==> config.mk <==
export PLATFORM = sky130hd
export DESIGN_NAME = irq_route_regfile
export DESIGN_NICKNAME = d
export VERILOG_FILES = /design/src/rtl/irq_route_pkg.sv /design/src/rtl/irq_route_ctrl.sv /design/src/rtl/irq_route_dp.sv /design/src/rtl/irq_route_regfile.sv
export SDC_FILE = /design/constraint.sdc
export NUM_CORES = 1
export LEC_CHECK = 0
export ABC_AREA = 1
export BUFFER_PORTS_ARGS = -buffer_cell sky130_fd_sc_hd__buf_2
export CORE_AREA = 3 3 402 404
export DETAILED_ROUTE_END_ITERATION = 8
export DIE_AREA = 0 0 405 407
export GPL_TIMING_DRIVEN = 1
export PLACE_DENSITY = 0.46
export SYNTH_ARGS = -nofsm -noshare
export SYNTH_HDL_FRONTEND = slang
export SYNTH_SLANG_ARGS = --single-unit
==> constraint.sdc <==
create_clock -name clk -period 12.4 [get_ports clk]
set_clock_uncertainty 0.2 [all_clocks]
set_input_delay 1.24 -clock clk [delete_from_list [all_inputs] [get_ports clk]]
set_output_delay 1.24 -clock clk [all_outputs]
set_load 0.05 [all_outputs]
==> src/rtl/irq_route_pkg.sv <==
package irq_route_pkg;
  localparam int DATA_W      = 32;
  localparam int IDX_FIELD_W = 8;
  localparam logic [DATA_W-1:0] CFG_RO_MASK = 32'hFFFE_5000;
  localparam logic [DATA_W-1:0] CFG_RESET   = 32'h0001_0000;

  typedef enum logic [2:0] {
    REG_NONE, REG_ID, REG_VER, REG_ARB, REG_CFG, REG_DST
  } regKind_e;

  typedef enum logic [1:0] {
    SRC_ZERO, SRC_SEL, SRC_REG
  } rdSrc_e;

  typedef struct packed {
    logic                   idWr;
    logic                   cfgWr;
    logic                   dstWr;
    logic [IDX_FIELD_W-1:0] entry;
    regKind_e               kind;
    logic                   rdEn;
    rdSrc_e                 rdSrc;
    logic                   byteMode;
    logic [1:0]             byteLane;
  } ctrlStb_t;
endpackage

==> src/rtl/irq_route_ctrl.sv <==
module irq_route_ctrl
  import irq_route_pkg::*;
#(
  parameter int NUM_ENTRIES = 24,
  parameter int ADDR_W      = 5,
  parameter int SEL_OFFS    = 0,
  parameter int WIN_OFFS    = 16
) (
  input  logic              clk,
  input  logic              rstN,
  input  logic              busWr,
  input  logic              busRd,
  input  logic              busByte,
  input  logic [ADDR_W-1:0] busAddr,
  input  logic [DATA_W-1:0] busWData,
  output logic [DATA_W-1:0] selReg,
  output ctrlStb_t          stb
);
  localparam logic [DATA_W-1:0] TABLE_BASE = 32'h10;
  localparam logic [DATA_W-1:0] TABLE_END  = TABLE_BASE + DATA_W'(2 * NUM_ENTRIES);
  localparam logic [ADDR_W-1:0] SEL_A      = ADDR_W'(SEL_OFFS);
  localparam logic [ADDR_W-1:0] WIN_A      = ADDR_W'(WIN_OFFS);
  localparam logic [ADDR_W-1:0] WIN_LAST_A = ADDR_W'(WIN_OFFS + 3);

  logic hitSel, hitWin, hitByteWin, wordWrWin;
  logic [IDX_FIELD_W:0] tblOffs;
  regKind_e kind;
  logic [ADDR_W-1:0] laneOffs;

  assign hitSel     = (busAddr == SEL_A);
  assign hitWin     = (busAddr == WIN_A);
  assign hitByteWin = (busAddr >= WIN_A) && (busAddr <= WIN_LAST_A);
  assign wordWrWin  = busWr && !busByte && hitWin;
  assign tblOffs    = (IDX_FIELD_W+1)'(selReg - TABLE_BASE);
  assign laneOffs   = busAddr - WIN_A;

  always_comb begin
    kind = REG_NONE;
    if (selReg == 32'd0)      kind = REG_ID;
    else if (selReg == 32'd1) kind = REG_VER;
    else if (selReg == 32'd2) kind = REG_ARB;
    else if (selReg >= TABLE_BASE && selReg < TABLE_END)
      kind = tblOffs[0] ? REG_DST : REG_CFG;
  end

  always_comb begin
    stb          = '0;
    stb.kind     = kind;
    stb.entry    = tblOffs[IDX_FIELD_W:1];
    stb.idWr     = wordWrWin && (kind == REG_ID);
    stb.cfgWr    = wordWrWin && (kind == REG_CFG);
    stb.dstWr    = wordWrWin && (kind == REG_DST);
    stb.rdEn     = busRd;
    stb.byteMode = busByte;
    stb.byteLane = laneOffs[1:0];
    if (!busByte) begin
      if (hitSel)      stb.rdSrc = SRC_SEL;
      else if (hitWin) stb.rdSrc = SRC_REG;
      else             stb.rdSrc = SRC_ZERO;
    end else begin
      stb.rdSrc = hitByteWin ? SRC_REG : SRC_ZERO;
    end
  end

  always_ff @(posedge clk) begin
    if (!rstN)                          selReg <= '0;
    else if (busWr && !busByte && hitSel) selReg <= busWData;
  end


  sel_load_chk: assert property (@(posedge clk) disable iff (!rstN)
    (busWr && !busByte && hitSel) |=> (selReg == $past(busWData)));


  byte_wr_drop_chk: assert property (@(posedge clk) disable iff (!rstN)
    (busWr && busByte) |-> !(stb.idWr || stb.cfgWr || stb.dstWr));


  one_write_chk: assert property (@(posedge clk) disable iff (!rstN)
    $onehot0({stb.idWr, stb.cfgWr, stb.dstWr}));
endmodule

==> src/rtl/irq_route_dp.sv <==
module irq_route_dp
  import irq_route_pkg::*;
#(
  parameter int          NUM_ENTRIES  = 24,
  parameter int          IDX_W        = 5,
  parameter int          ID_W         = 4,
  parameter int          ID_LSB       = 24,
  parameter int          DST_W        = 8,
  parameter logic [7:0]  VERSION_CODE = 8'h11
) (
  input  logic                          clk,
  input  logic                          rstN,
  input  ctrlStb_t                      stb,
  input  logic [DATA_W-1:0]             busWData,
  input  logic [DATA_W-1:0]             selReg,
  output logic [DATA_W-1:0]             rdData,
  output logic                          rdValid,
  output logic [NUM_ENTRIES*DATA_W-1:0] cfgFlat,
  output logic [NUM_ENTRIES*DST_W-1:0]  dstFlat,
  output logic                          cfgWrStb,
  output logic [IDX_W-1:0]              cfgWrIdx
);
  localparam int DST_LSB = DATA_W - DST_W;

  logic [ID_W-1:0]   idReg;
  logic [DATA_W-1:0] cfgMem [NUM_ENTRIES];
  logic [DST_W-1:0]  dstMem [NUM_ENTRIES];
  logic [DATA_W-1:0] cfgSel, regWord, rdWord;
  logic [DST_W-1:0]  dstSel;

  always_ff @(posedge clk) begin
    if (!rstN)          idReg <= '0;
    else if (stb.idWr)  idReg <= busWData[ID_LSB +: ID_W];
  end

  for (genvar e = 0; e < NUM_ENTRIES; e++) begin : g_entry
    always_ff @(posedge clk) begin
      if (!rstN) begin
        cfgMem[e] <= CFG_RESET;
        dstMem[e] <= '0;
      end else begin
        if (stb.cfgWr && stb.entry == IDX_FIELD_W'(e))
          cfgMem[e] <= (busWData & ~CFG_RO_MASK) | (cfgMem[e] & CFG_RO_MASK);
        if (stb.dstWr && stb.entry == IDX_FIELD_W'(e))
          dstMem[e] <= busWData[DST_LSB +: DST_W];
      end
    end
    assign cfgFlat[e*DATA_W +: DATA_W] = cfgMem[e];
    assign dstFlat[e*DST_W +: DST_W]   = dstMem[e];


    ro_bits_chk: assert property (@(posedge clk) disable iff (!rstN)
      $stable(cfgMem[e] & CFG_RO_MASK));
  end

  always_comb begin
    cfgSel = '0;
    dstSel = '0;
    for (int e = 0; e < NUM_ENTRIES; e++) begin
      if (stb.entry == IDX_FIELD_W'(e)) begin
        cfgSel = cfgMem[e];
        dstSel = dstMem[e];
      end
    end
  end

  always_comb begin
    regWord = '0;
    unique case (stb.kind)
      REG_ID, REG_ARB: regWord[ID_LSB +: ID_W] = idReg;
      REG_VER: begin
        regWord[7:0]   = VERSION_CODE;
        regWord[23:16] = 8'(NUM_ENTRIES - 1);
      end
      REG_CFG: regWord = cfgSel;
      REG_DST: regWord[DST_LSB +: DST_W] = dstSel;
      default: regWord = '0;
    endcase
  end

  always_comb begin
    unique case (stb.rdSrc)
      SRC_SEL: rdWord = selReg;
      SRC_REG: rdWord = stb.byteMode
                        ? ((regWord >> {stb.byteLane, 3'b000}) & 32'hFF)
                        : regWord;
      default: rdWord = '0;
    endcase
  end

  always_ff @(posedge clk) begin
    if (!rstN) begin
      rdData   <= '0;
      rdValid  <= 1'b0;
      cfgWrStb <= 1'b0;
      cfgWrIdx <= '0;
    end else begin
      rdValid  <= stb.rdEn;
      if (stb.rdEn) rdData <= rdWord;
      cfgWrStb <= stb.cfgWr;
      cfgWrIdx <= stb.entry[IDX_W-1:0];
    end
  end


  rd_latency_chk: assert property (@(posedge clk) disable iff (!rstN)
    stb.rdEn |=> rdValid);


  rd_no_spurious_chk: assert property (@(posedge clk) disable iff (!rstN)
    rdValid |-> $past(stb.rdEn));


  dst_no_stb_chk: assert property (@(posedge clk) disable iff (!rstN)
    (stb.dstWr || stb.idWr) |=> !cfgWrStb);


  id_hold_chk: assert property (@(posedge clk) disable iff (!rstN)
    !stb.idWr |=> $stable(idReg));
endmodule

==> src/rtl/irq_route_regfile.sv <==
module irq_route_regfile
  import irq_route_pkg::*;
#(
  parameter int NUM_ENTRIES = 24,
  parameter int ADDR_W      = 5,
  localparam int IDX_W      = $clog2(NUM_ENTRIES),
  localparam int DST_W      = 8
) (
  input  logic                          clk,
  input  logic                          rstN,
  input  logic                          busWr,
  input  logic                          busRd,
  input  logic                          busByte,
  input  logic [ADDR_W-1:0]             busAddr,
  input  logic [DATA_W-1:0]             busWData,
  output logic [DATA_W-1:0]             rdData,
  output logic                          rdValid,
  output logic [NUM_ENTRIES*DATA_W-1:0] cfgTable,
  output logic [NUM_ENTRIES*DST_W-1:0]  dstTable,
  output logic                          cfgWrStb,
  output logic [IDX_W-1:0]              cfgWrIdx
);
  ctrlStb_t          stb;
  logic [DATA_W-1:0] selReg;

  irq_route_ctrl #(
    .NUM_ENTRIES(NUM_ENTRIES), .ADDR_W(ADDR_W)
  ) ctrl_i (
    .clk(clk), .rstN(rstN), .busWr(busWr), .busRd(busRd), .busByte(busByte),
    .busAddr(busAddr), .busWData(busWData), .selReg(selReg), .stb(stb)
  );

  irq_route_dp #(
    .NUM_ENTRIES(NUM_ENTRIES), .IDX_W(IDX_W), .DST_W(DST_W)
  ) dp_i (
    .clk(clk), .rstN(rstN), .stb(stb), .busWData(busWData), .selReg(selReg),
    .rdData(rdData), .rdValid(rdValid), .cfgFlat(cfgTable), .dstFlat(dstTable),
    .cfgWrStb(cfgWrStb), .cfgWrIdx(cfgWrIdx)
  );
endmodule

==> summary.log, run 1 <==
qor: run_status.status completed
qor: synthesis.edff_count_synth 552
qor: sta.worst_slack 6.341 ns
qor: route.drt-initial-drc-count 2,724
qor: die.std_cell_rows 146
qor: die.coreArea 158,200 um2
qor: sta.setup_viol 0
qor: synthesis.synth_xor_area_share 0.05238%
qor: route.drtPass1Iterations 6
qor: synthesis.ys_warns 0
qor: sta.finalHoldWorstSlack 0.2793 ns
qor: sta.setup_tns 0 ns
qor: synthesis.yosys.area_share.simple 22.26%
qor: synthesis.postSynthCellCount 3,331
qor: synthesis.async_reset_ff_share 0%
qor: finish.layout_commonest_cell sky130_fd_sc_hd__nor2_1
qor: placement.buffer_ports.inserted 632
qor: synthesis.synth_compound_area_share 4.355%
qor: power.power_density 146.8 nW/um2
qor: setup_path.setup.worst_path.end_class flip-flop
qor: placement.gp_routability_congestion 0.9022
qor: placement.post-place-cells 5,940
qor: setup_path.crit_path_dat 6.41 ns
qor: clocking.clock_sink_count 627
qor: clocking.cts.root.buffer_cell sky130_fd_sc_hd__clkbuf_16
qor: setup_path.crit_type flip-flop to flip-flop
qor: grt.first_global_vias 24,515
qor: power.vdd_drop_max 97.88 uV
qor: synthesis.synth_adder_area_share 0.1209%
qor: placement.dpl.hpwl 128,200 um
qor: clocking.cts.path.max_buffers 3
qor: grt.wire_length_of_the_first_global_routing_pass 222,500 um
qor: finish.layout.cells.most_common_list 740 x sky130_fd_sc_hd__nor2_1, 632 x sky130_fd_sc_hd__buf_2, 591 x sky130_fd_sc_hd__nand2_1, 552 x sky130_fd_sc_hd__edfxtp_1, 408 x sky130_fd_sc_hd__conb_1
qor: finish.final_layout_size_suffix_gt1_share 23.30%
qor: grt.pin_count_of_the_biggest_net_entering_global_routing 57
qor: clocking.cts_hold_buffers 0
qor: run.timing.max_cap.violations 0
qor: setup_path.crit_fanout 15
qor: sta.min_period 6.059 ns
qor: finish.instances_no_fill 6,076
qor: sta.hold_violation_total_from_the_final_report 0
qor: clocking.clock_latency 0.70 ns
qor: route.avgViaCountPerCell 4.322
qor: sta.max_freq 165.0 MHz
qor: die.die_outline_area 164,800 um2
qor: route.postRouteWirelength 172,200 um
qor: synthesis.post_synth_instance_area 31,050 um2
qor: die.die-width 405 um
qor: route.dr_drc_count 0
qor: power.power.leakage 16.23 nW
qor: setup_path.critical_path_required 12.75 ns
qor: grt.gr-total-overflow 0
qor: die.die_h 407 um
qor: sta.tightestPinTransition 1.350 ns
qor: power.totalPowerFinal 5.525 mW
qor: clocking.h-tree-depth 3
qor: grt.grt_antenna_before_repair 10
qor: clocking.tritoncts_clock_tree done
qor: synthesis.syn-mean-instance-area 9.323 um2
qor: setup_path.cell_with_the_biggest_individual_delay_on_the_critical_path sky130_fd_sc_hd__a21oi_1
qor: die.start_util 19.63%
qor: die.ioPinCount 1,041
qor: setup_path.critPathMaxStageDelay 0.78 ns
qor: setup_path.critical_path_most_common_cell sky130_fd_sc_hd__nand2_1
qor: synthesis.postSynthRegisterBits 627
qor: clocking.post-cts-setup-buffer-count 0
qor: synthesis.synth.distinct_cells 47
qor: synthesis.muxShareOfSynthArea 0%
qor: clocking.cts.reportedPaths.clkPinSlew 0.06 ns
qor: route.detailroute.via_count 26,260
qor: finish.antennaDiodeCount 0
qor: route.wirelength_per_cell 28.34 um
qor: setup_path.cp-start-kind flip-flop
qor: sta.slew_headroom 9.049%
qor: synthesis.yosysSeqAreaShare 58.21%
qor: synthesis.postSynth.topFlopCell sky130_fd_sc_hd__edfxtp_1
qor: synthesis.combinational_family_with_the_most_area_after_synthesis simple AND/OR/NAND/NOR gates
qor: clocking.cts_made_buffers 77
qor: route.drt.antenna.violating_nets 0
qor: worst_hold_path.hp_class flip-flop to flip-flop
qor: finish.final_net_count 3,993
qor: clocking.cts_resized 0
qor: grt.grt_util_all_layers 19.97%
qor: sta.timing.final.max_slew_violations 0
qor: placement.pre_cts_ws 6.296 ns
qor: finish.growth_of_design_area_from_synthesis_to_finish 21.21%
qor: sta.unrepaired_setup_endpoints_after_global_routing false
qor: sta.final_period_utilization 48.87%
-- kinds of logic after synthesis --
kind of cell | Yosys count
other | 1
AOI/OAI and AO/OA | 265
and+or+nand+nor | 1632
DFF | 627
adders and majority gates | 3
xor gates and xnor gates | 1
buffers and inverters | 802
-- stage by stage --
stage,cell area (um2),util (%)
after floorplan,32580,-
after global placement,35140,22.21
after detailed placement,35140,22.21
after CTS,37640,23.79
after global routing,37640,23.79
final,37640,23.79
-- sequential cells by signal, summed over array words and instances (netlist names) --
signal	cells
ctrl_i.selReg	32
dp_i.cfgMem	360
dp_i.cfgWrIdx	5
dp_i.cfgWrStb	1
dp_i.dstMem	192
dp_i.idReg	4
dp_i.rdData	32
dp_i.rdValid	1
-- power by group --
group          internal (mW)  switching [mW]  leakage (nW)
clock                   1.31           0.997          1.21
combinational         0.0710           0.724          8.82
sequential              2.36          0.0643          6.19
total                   3.74            1.79          16.2
-- Yosys cell counts, types with 3 or more instances --
cell type / count / share of area [%]
sky130_fd_sc_hd__dfxtp_1: 75 / 4.8
sky130_fd_sc_hd__buf_6: 4 / 0.15
sky130_fd_sc_hd__buf_1: 3 / 0.036
sky130_fd_sc_hd__o22ai_1: 3 / 0.060
sky130_fd_sc_hd__nor3_2: 3 / 0.097
sky130_fd_sc_hd__nor2_2: 20 / 0.40
sky130_fd_sc_hd__nand2_2: 5 / 0.10
sky130_fd_sc_hd__clkbuf_1: 110 / 1.3
sky130_fd_sc_hd__nor4_1: 8 / 0.16
sky130_fd_sc_hd__inv_1: 168 / 2.0
sky130_fd_sc_hd__buf_2: 37 / 0.60
sky130_fd_sc_hd__nand2_1: 591 / 7.1
sky130_fd_sc_hd__buf_4: 416 / 10
sky130_fd_sc_hd__o21ai_0: 123 / 2.0
sky130_fd_sc_hd__nand4_1: 106 / 2.1
sky130_fd_sc_hd__nand3_1: 87 / 1.4
sky130_fd_sc_hd__a21oi_1: 124 / 2.0
sky130_fd_sc_hd__o21ai_1: 8 / 0.13
sky130_fd_sc_hd__edfxtp_1: 552 / 53
sky130_fd_sc_hd__or2_2: 19 / 0.38
sky130_fd_sc_hd__inv_2: 34 / 0.41
sky130_fd_sc_hd__nor3_1: 11 / 0.18
sky130_fd_sc_hd__nor2_4: 17 / 0.62
sky130_fd_sc_hd__nand3b_1: 6 / 0.15
sky130_fd_sc_hd__or2_0: 7 / 0.14
sky130_fd_sc_hd__ha_1: 3 / 0.12
sky130_fd_sc_hd__clkinv_1: 28 / 0.34
sky130_fd_sc_hd__nor2_1: 743 / 9.0
-- path summary, 6_finish.rpt --
| check | depth (start not counted) | slack, ns | end | from |
|---|---|---|---|---|
| min | 2 | 0.28 | dp_i.rdData[19] | ctrl_i.selReg[19] |
| max reg2reg | 26 | 6.34 | dp_i.rdData[1] | ctrl_i.selReg[4] |
| min reg2reg | 2 | 0.28 | dp_i.rdData[19] | ctrl_i.selReg[19] |
| max | 26 | 6.34 | dp_i.rdData[1] | ctrl_i.selReg[4] |
-- per-layer routing --
layer	GRT usage [%]	vias up	share of wire (%)
li1	-	11332	-
met1	21.97	13153	36
met2	35.49	1488	50
met3	6.062	283	9.4
met4	8.546	4	4.5
met5	0	-	0.016
-- critical path, delay by kind of cell (launching register included) --
kind	cells	cell delay, ns
AO/OA/AOI/OAI	3	1.16
AND/OR/NAND/NOR	19	3.10
adder cells (fa/ha/maj)	1	0.27
flip-flops	1	0.52
buffers and inverters	3	0.65
-- area by class of cell --
class / instances / area (um2)
fill: 17361 / 120600
sequential: 627 / 18080
tap: 2072 / 2592
clock inverter: 33 / 431.7
timing repair buffer: 701 / 3681
clock buffer: 102 / 2062
inverter: 232 / 878.3
multi-input combinational: 2309 / 9918
(Power assumes the default switching activity.)
==> inputs of run 2 (changes only) <==
- PLACE_DENSITY: 0.46 -> 0.47
- clock period: 12.4 -> 5.36 ns (I/O delays scaled with it)
==> summary.log, run 2 (same netlist as run 1, synthesis figures left out) <==
qor: run_status.status completed
qor: power.totalPowerFinal 12.51 mW
qor: sta.final_period_utilization 97.80%
qor: clocking.h-tree-depth 3
qor: setup_path.critical_path_most_common_cell sky130_fd_sc_hd__nand2_1
qor: setup_path.crit_path_dat 5.57 ns
qor: sta.hold_violation_total_from_the_final_report 0
qor: finish.multi_input_logic_area 9899 um2
qor: power.power_density 328.4 nW/um2
qor: route.wirelength_per_cell 28.60 um
qor: grt.pin_count_of_the_biggest_net_entering_global_routing 83
qor: finish.seq_area 18,080 um2
qor: setup_path.crit_type flip-flop to flip-flop
qor: sta.min_period 5.242 ns
qor: sta.worst_slack 0.1181 ns
qor: power.clock_power_share 40.1%
qor: grt.grt_antenna_before_repair 11
qor: finish.final_util 24.08%
qor: setup_path.critPathMaxStageDelay 0.38 ns
qor: sta.tightestPinTransition 1.351 ns
qor: power.power.leakage 16.51 nW
qor: worst_hold_path.hp_class input pin to flip-flop
qor: finish.layout.cells.most_common_list 739 x sky130_fd_sc_hd__nor2_1, 631 x sky130_fd_sc_hd__buf_2, 591 x sky130_fd_sc_hd__nand2_1, 552 x sky130_fd_sc_hd__edfxtp_1, 408 x sky130_fd_sc_hd__conb_1
qor: placement.pre_cts_ws -0.2138 ns
qor: power.power.switching_fraction 33.05%
qor: finish.growth_of_design_area_from_synthesis_to_finish 22.65%
qor: finish.layout_commonest_cell sky130_fd_sc_hd__nor2_1
qor: die.die-width 405 um
qor: sta.setup_viol 0
qor: setup_path.cp-start-kind flip-flop
qor: finish.reg.largest.list dp_i.cfgMem (360), dp_i.dstMem (192)
qor: sta.setup_tns 0 ns
qor: power.comb_power_share 15.0%
qor: finish.final_layout_size_suffix_gt1_share 24.19%
qor: die.ioPinCount 1,041
qor: grt.wire_length_of_the_first_global_routing_pass 227,400 um
qor: route.postRouteWirelength 176,000 um
qor: setup_path.setup.worst_path.end_class flip-flop
qor: run.timing.max_cap.violations 0
qor: clocking.cts_made_buffers 73
qor: sta.slew_headroom 9.010%
qor: grt.gr-total-overflow 0
qor: clocking.cts.root.buffer_cell sky130_fd_sc_hd__clkbuf_16
qor: die.std_cell_rows 146
qor: route.avgViaCountPerCell 4.329
qor: power.total_switching_power 4.134 mW
qor: sta.unrepaired_setup_endpoints_after_global_routing false
qor: setup_path.worstPathBufferInverterCount 4
qor: setup_path.crit_fanout 17
qor: clocking.clock_sink_count 627
qor: route.drtPass1Iterations 6
qor: finish.register_with_the_most_flip_flops dp_i.cfgMem
qor: die.die_outline_area 164,800 um2
qor: finish.fill_cells 17,290
qor: finish.instances_no_fill 6,153
qor: setup_path.cpLargestDelayFamily simple AND/OR/NAND/NOR gates
qor: grt.first_global_vias 25,250
qor: route.dr_drc_count 0
qor: clocking.cts.reportedPaths.clkPinSlew 0.06 ns
qor: setup_path.cell_with_the_biggest_individual_delay_on_the_critical_path sky130_fd_sc_hd__dfxtp_1
qor: die.coreArea 158,200 um2
qor: placement.dpl.hpwl 135,100 um
qor: placement.post-place-cells 6,009
qor: clocking.cts.path.max_buffers 3
qor: power.vdd_drop_max 209.9 uV
qor: power.power.share.sequential 44.9%
qor: finish.final_net_count 4,067
qor: grt.grt_util_all_layers 20.43%
qor: clocking.clock_latency 0.71 ns
qor: sta.max_freq 190.8 MHz
qor: sta.timing.final.max_slew_violations 0
qor: die.die_h 407 um
qor: placement.buffer_ports.inserted 632
qor: finish.flip_flop_count_of_the_largest_register_all_copies_and_words_added 360
qor: die.start_util 19.63%
qor: clocking.tritoncts_clock_tree done
qor: route.detailroute.via_count 26,634
qor: power.p_int 8.373 mW
qor: placement.gp_routability_congestion 0.9092
qor: route.drt-initial-drc-count 2,817
qor: setup_path.critical_path_required 5.69 ns
qor: route.drt.antenna.violating_nets 0
-- run 2: power by group through the flow --
stage / Combinational (mW) / Clock, mW / Sequential (mW)
6_report: 1.88 / 5.01 / 5.62
4_1_cts: 1.88 / 5.09 / 5.62
2_1_floorplan: 1.04 / 0 / 6.20
3_3_place_gp: 1.88 / 0 / 5.72
3_5_place_dp: 1.87 / 0 / 5.72
5_1_grt: 1.94 / 5.26 / 5.62
-- run 2: worst paths after layout --
| path | cells after the start | startpoint | slack [ns] | to |
|---|---|---|---|---|
| worst max-delay path | 28 | ctrl_i.selReg[5] | 0.12 | dp_i.rdData[7] |
| worst min-delay path | 3 | rstN | 0.08 | dp_i.cfgWrIdx[2] |
| worst max register to register | 28 | ctrl_i.selReg[5] | 0.12 | dp_i.rdData[7] |
| worst min register to register | 2 | ctrl_i.selReg[23] | 0.29 | dp_i.rdData[23] |
-- run 2: layout make-up --
| cell class | instances | share of cell area (%) |
|---|---|---|
| sequential | 627 | 47.46 |
| multi-input combinational | 2309 | 25.99 |
| timing repair buffer | 779 | 11.33 |
| tap | 2072 | 6.807 |
| clock buffer | 85 | 4.914 |
| inverter | 232 | 2.316 |
| clock inverter | 48 | 1.169 |
| antenna | 1 | 0.006570 |
-- run 2: through the flow --
| step | area (um2) | hold slack [ns] |
|---|---|---|
| floorplan | 32580 | 0.2486 |
| global placement | 35640 | 0.2738 |
| detailed placement | 35640 | 0.2813 |
| CTS | 38060 | 0.004543 |
| global route | 38090 | 0.06472 |
| finish | 38090 | 0.07851 |
-- run 2: tightest hold or removal path, stage by stage --
cell                      delay (ns)
sky130_fd_sc_hd__buf_4          0.21
sky130_fd_sc_hd__nand2_1        0.11
sky130_fd_sc_hd__inv_1          0.03
-- run 2: repair_timing --
| action | in CTS | in global routing |
|---|---|---|
| hold endpoints to repair | 9 | 0 |
| pin swaps | 0 | 2 |
| hold buffers | 9 | 0 |
| gates resized for setup | 2 | 4 |
| setup endpoints to repair | 2 | 5 |
| setup buffers | 0 | 1 |
-- run 2: per-layer routing --
layer	wire, um	track usage (%)
met1	61580	22.43
met2	88160	36.18
met3	17080	6.000
met4	9144	9.486
met5	13	0
